### src/rtl/timerPkg.sv
package timerPkg;
  typedef struct packed {
    logic decr;
    logic reload;
    logic capture;
    logic loadCmp;
  } strobeT;

  typedef struct packed {
    logic atZero;
    logic atCmp;
  } statusT;

  typedef enum logic [1:0] {
    IRQ_CMP = 2'd0,
    IRQ_TC  = 2'd1,
    IRQ_CAP = 2'd2,
    IRQ_OFF = 2'd3
  } irqSelT;
endpackage

### src/rtl/countPath.sv
module countPath
  import timerPkg::*;
#(
  parameter int WIDTH = 16
) (
  input  logic             clk,
  input  logic             rstN,
  input  strobeT           stb,
  input  logic             periodWr,
  input  logic [WIDTH-1:0] periodIn,
  input  logic [WIDTH-1:0] cmpIn,
  output logic [WIDTH-1:0] count,
  output logic [WIDTH-1:0] cmpValue,
  output statusT           stat
);
  localparam logic [WIDTH-1:0] ONE = {{(WIDTH-1){1'b0}}, 1'b1};

  logic [WIDTH-1:0] periodReg;

  always_ff @(posedge clk or negedge rstN) begin
    if (!rstN) begin
      periodReg <= '1;
      count     <= '1;
      cmpValue  <= '0;
    end else begin
      if (periodWr)
        periodReg <= periodIn;

      if (stb.reload)
        count <= periodReg;
      else if (stb.decr)
        count <= count - ONE;

      if (stb.capture)
        cmpValue <= count;
      else if (stb.loadCmp)
        cmpValue <= cmpIn;
    end
  end

  always_comb begin
    stat.atZero = (count == '0);
    stat.atCmp  = (count == cmpValue);
  end
endmodule

### src/rtl/ctrlUnit.sv
module ctrlUnit
  import timerPkg::*;
#(
  parameter int SYNC_STAGES = 2
) (
  input  logic       clk,
  input  logic       rstN,
  input  logic       enable,
  input  logic       cmpWr,
  input  logic       capIn,
  input  logic       capRd,
  input  logic [1:0] irqSel,
  input  statusT     stat,
  output strobeT     stb,
  output logic       capPending,
  output logic       capOverrun,
  output logic       irq
);
  localparam int LAST = SYNC_STAGES - 1;

  logic [SYNC_STAGES-1:0] syncQ;
  logic                   capPrev;
  logic                   capEdge;
  logic                   irqNext;

  always_ff @(posedge clk or negedge rstN) begin
    if (!rstN) begin
      syncQ   <= '0;
      capPrev <= 1'b0;
    end else begin
      syncQ   <= {syncQ[SYNC_STAGES-2:0], capIn};
      capPrev <= syncQ[LAST];
    end
  end

  assign capEdge = syncQ[LAST] & ~capPrev;

  always_comb begin
    stb.decr    = enable & ~stat.atZero;
    stb.reload  = enable & stat.atZero;
    stb.capture = capEdge;
    stb.loadCmp = cmpWr;
  end

  always_comb begin
    unique case (irqSelT'(irqSel))
      IRQ_CMP: irqNext = enable & stat.atCmp;
      IRQ_TC:  irqNext = enable & stat.atZero;
      IRQ_CAP: irqNext = capEdge;
      default: irqNext = 1'b0;
    endcase
  end

  always_ff @(posedge clk or negedge rstN) begin
    if (!rstN) begin
      capPending <= 1'b0;
      capOverrun <= 1'b0;
      irq        <= 1'b0;
    end else begin
      capPending <= capEdge | (capPending & ~capRd);
      capOverrun <= (capEdge & capPending & ~capRd) | (capOverrun & ~capRd);
      irq        <= irqNext;
    end
  end
endmodule

### src/rtl/captureTimer.sv
module captureTimer
  import timerPkg::*;
#(
  parameter int WIDTH       = 16,
  parameter int SYNC_STAGES = 2
) (
  input  logic             clk,
  input  logic             rstN,
  input  logic             enable,
  input  logic             periodWr,
  input  logic [WIDTH-1:0] periodIn,
  input  logic             cmpWr,
  input  logic [WIDTH-1:0] cmpIn,
  input  logic             capIn,
  input  logic             capRd,
  input  logic [1:0]       irqSel,
  output logic [WIDTH-1:0] count,
  output logic [WIDTH-1:0] cmpValue,
  output logic             capPending,
  output logic             capOverrun,
  output logic             irq
);
  strobeT stb;
  statusT stat;

  ctrlUnit #(.SYNC_STAGES(SYNC_STAGES)) ctrl (
    .clk(clk), .rstN(rstN), .enable(enable), .cmpWr(cmpWr),
    .capIn(capIn), .capRd(capRd), .irqSel(irqSel), .stat(stat),
    .stb(stb), .capPending(capPending), .capOverrun(capOverrun), .irq(irq)
  );

  countPath #(.WIDTH(WIDTH)) path (
    .clk(clk), .rstN(rstN), .stb(stb), .periodWr(periodWr),
    .periodIn(periodIn), .cmpIn(cmpIn), .count(count),
    .cmpValue(cmpValue), .stat(stat)
  );
endmodule

### config.mk
export PLATFORM = sky130hd
export DESIGN_NAME = captureTimer
export DESIGN_NICKNAME = d
export VERILOG_FILES = /design/src/rtl/timerPkg.sv /design/src/rtl/countPath.sv /design/src/rtl/ctrlUnit.sv /design/src/rtl/captureTimer.sv
export SDC_FILE = /design/constraint.sdc
export NUM_CORES = 1
export LEC_CHECK = 0
export BUFFER_PORTS_ARGS = -buffer_cell sky130_fd_sc_hd__buf_2
export CAP_MARGIN = 20
export CORE_MARGIN = 8
export CORE_UTILIZATION = 54
export CTS_BUF_LIST = sky130_fd_sc_hd__clkbuf_2 sky130_fd_sc_hd__clkbuf_4 sky130_fd_sc_hd__clkbuf_8
export CTS_CLUSTER_SIZE = 25
export DETAILED_ROUTE_END_ITERATION = 12
export PLACE_DENSITY = 0.86
export SYNTH_ARGS = -nofsm -noshare
export SYNTH_HDL_FRONTEND = slang
export SYNTH_SLANG_ARGS = --single-unit
### constraint.sdc
create_clock -name clk -period 3.95 [get_ports clk]
set_clock_uncertainty 0.05 [all_clocks]
set_input_delay 0.5925 -clock clk [delete_from_list [all_inputs] [get_ports clk]]
set_output_delay 0.5925 -clock clk [all_outputs]
set_load 0.03 [all_outputs]
==> run summary <==
Status - complete, no violations
Horiz. Die Dim - 89.29 um
Top cells by area in the synthesized netlist - dfstp_2 29%, dfrtp_1 19%, mux2i_1 6.2%
Leading cell type in the layout, fill and taps excluded - buf_2
Pre-CTS setup slack - 1471 ps
Hold Violations, Final - 0
Final min period - 2541 ps
CTS resizes - 0
Clock Power Share - 0.160
Worst Hold Class - in2async
Pwr Total - 2.284 mW
Worst Tran Pin Value - 1015 ps
Leakage power - 1.519 nW
Diode count - 0
Critical path depth - 6
Critical path peak fanout - 17
Num CTS Buffers - 5
Largest net degree at the start of global routing - 36
Core area - 5140 sq um
Sequential area share after synthesis - 0.4797
Post-CTS Setup Repair Bufs - 0
Die Area - 7972 sq um
Final period util - 0.6434
CTS Hold Bufs - 0
Clock-pin transition on the worst setup and hold timing paths - 100 ps
Initial core utilization - 0.5643
Synth warn - 0
Sum Neg Setup Slack - 0 ps
DR vias/cell - 5.547
Worst reg-to-reg setup slack - 1410 ps
Seq. cell area - 1391 sq um
Root buffer cell - clkbuf_8
Die Height - 89.29 um
Yosys cell types - 50
WS Path Type - reg2reg
Overflow after GRT - 0
CP Launch Type - flop
Mapped Area - 2900 sq um
RSZ-0062 raised after global routing - false
Post-synth EDFFs - 0
Top-area cell type share of the netlist area - 0.2899
Final core occ - 0.6470
Post-DP HPWL - 5057 um
CP cell instances - inv_1 > ha_1 > or4b_4 > nor4_4 > a311oi_1 > a311oi_1
Max cap viols - 0
Post-DRT Antenna Nets - 0
Psw - 0.9904 mW
Vias in the first global route - 2337
GPL Wtd Cong - 0.8417
Slowest cell delay on critical path - 760 ps
Critical path capture point type - flop
Synth Instances - 277
Slew Limit Fails - 0
CTS tree - built
Nets@finish - 380
Initial DRT Pass Iterations - 4
Worst R2R Path Depth - 6
H-Tree Depth - 2
Drt drc - 0
Combinational Power Share - 0.409
Power density cells - 686.8 nW/um^2
CP Buf/Inv Count - 1
Routed length per instance - 16.79 um
Initial antenna violation count - 0
First-pass GRT wire length - 11610 um
F_max - 393.5 MHz
Synth Net Count - 320
Most frequent cells in the layout - 75 x buf_2, 32 x dfstp_2, 28 x o21ai_0
Sw frac - 0.4336
Async set or reset register ratio after synthesis - 1.000
Synth Area per Inst - 10.47 sq um
# clock sinks - 54
Pint - 1.294 mW
Total Routing Usage GR - 0.1874
Final worst setup slack - 1409 ps
Yosys top cell by area - dfstp_2
CP arrival - 2710 ps
Critical Path Most Common Cell - a311oi_1
Max Root-Sink Buffers - 2
Proportion of layout cells with a drive suffix above 1 - 0.4231
Crit path max-delay cell type - nor4_4
WP data required - 4120 ps
Delay-heaviest family, CP - simple AND/OR/NAND/NOR gates
Seq pwr share - 0.431
Main synth FF type - dfstp_2
IO Count - 76
Worst skew pair latency - 310 ps
Maximum VDD drop - 300.5 uV
Number of synthesized register bits - 54
Multi-input logic area - 1306 sq um
Fill cell count - 436
Area growth, synth to finish - 14.67%
Initial drt markers - 122
DRT Wirelength - 6852 um
Slew HR - 0.3170
Setup violators final - 0
Placed Cells - 399
Buffers added on ports - 75
Cell Rows - 26
Final Non-Filler Cells - 408
DR vias - 2263
layer usage:
layer	vias to the layer above	part of all wire	global-route usage
met1	1080	0.44	0.2541
met4	0	0.0061	0.03625
met3	5	0.084	0.05055
met2	79	0.47	0.2936
li1	1099	-	-
met5	-	0	0
kinds of logic after synthesis:
group | count (synthesis) | synth area share
and+or+nand+nor | 81 | 0.1579
DFF | 54 | 0.4797
muxes | 30 | 0.1087
AOI/OAI and AO/OA | 61 | 0.1260
xor gates and xnor gates | 16 | 0.04832
buffers and inverters | 33 | 0.07074
adders and majority gates | 2 | 0.008627
power groups by stage:
stage	Clock (mW)	Combinational, mW	Sequential, mW
final	0.366	0.934	0.984
after global routing	0.400	1.02	1.02
after CTS	0.375	0.940	0.979
after detailed placement	0	0.935	0.988
after global placement	0	0.917	0.974
after floorplan	0	0.587	1.11
state kept, by name, indices dropped and copies added, names as in the netlist:
signal	flops
ctrl.capOverrun	1
ctrl.capPrev	1
path.cmpValue	16
ctrl.capPending	1
ctrl.irq	1
path.count	16
ctrl.syncQ	2
path.periodReg	16
cells in the mapped netlist, types with 2 or more instances:
cell type  number
mux2_2         12
xnor2_1         3
dfstp_2        32
nor4_1          4
nor2_1          7
nand3b_1        2
dfrtp_1        22
o21bai_1        2
nor3_1          6
clkbuf_1       11
buf_4           2
buf_2           2
nand3_1        10
o21ai_0        28
xor2_1         13
o22ai_1         3
nor4b_1         2
ha_1            2
nand2_1        26
or3_2           4
or3_1           2
buf_6           4
o31ai_1         2
nand4_1         2
inv_1           9
clkbuf_8        4
a311oi_1        4
a21oi_1        13
o2bb2ai_1       2
or4_2           2
or2_2           3
nor2b_1         2
mux2i_1        18
worst paths after layout:
check,start,end
worst max-delay path,path.count[0]$_DFFE_PN1P_,path.count[8]$_DFFE_PN1P_
worst min-delay path,rstN,path.cmpValue[4]$_DFFE_PN0P_
worst max register to register,path.count[0]$_DFFE_PN1P_,path.count[8]$_DFFE_PN1P_
worst min register to register,ctrl.syncQ[0]$_DFF_PN0_,ctrl.syncQ[1]$_DFF_PN0_
max in group asynchronous,rstN,path.count[3]$_DFFE_PN1P_
min in group clk,ctrl.syncQ[0]$_DFF_PN0_,ctrl.syncQ[1]$_DFF_PN0_
stage by stage:
stage                     cell area, sq um  hold slack, ps
after floorplan                       2900           246.9
after global placement                3202           282.4
after detailed placement              3202           285.6
after CTS                             3311           307.7
after global routing                  3326           318.9
final                                 3326           288.7
final cells by class:
cell class                      instances  share of cell area
Tap cell                               70             0.02634
Sequential cell                        54              0.4184
Multi-Input combinational cell        190              0.3928
Clock inverter                          3             0.01204
Clock buffer                            5             0.02069
Inverter                                9             0.01016
Timing Repair Buffer                   77              0.1196
Note: power is estimated with default switching activity, not from simulation.
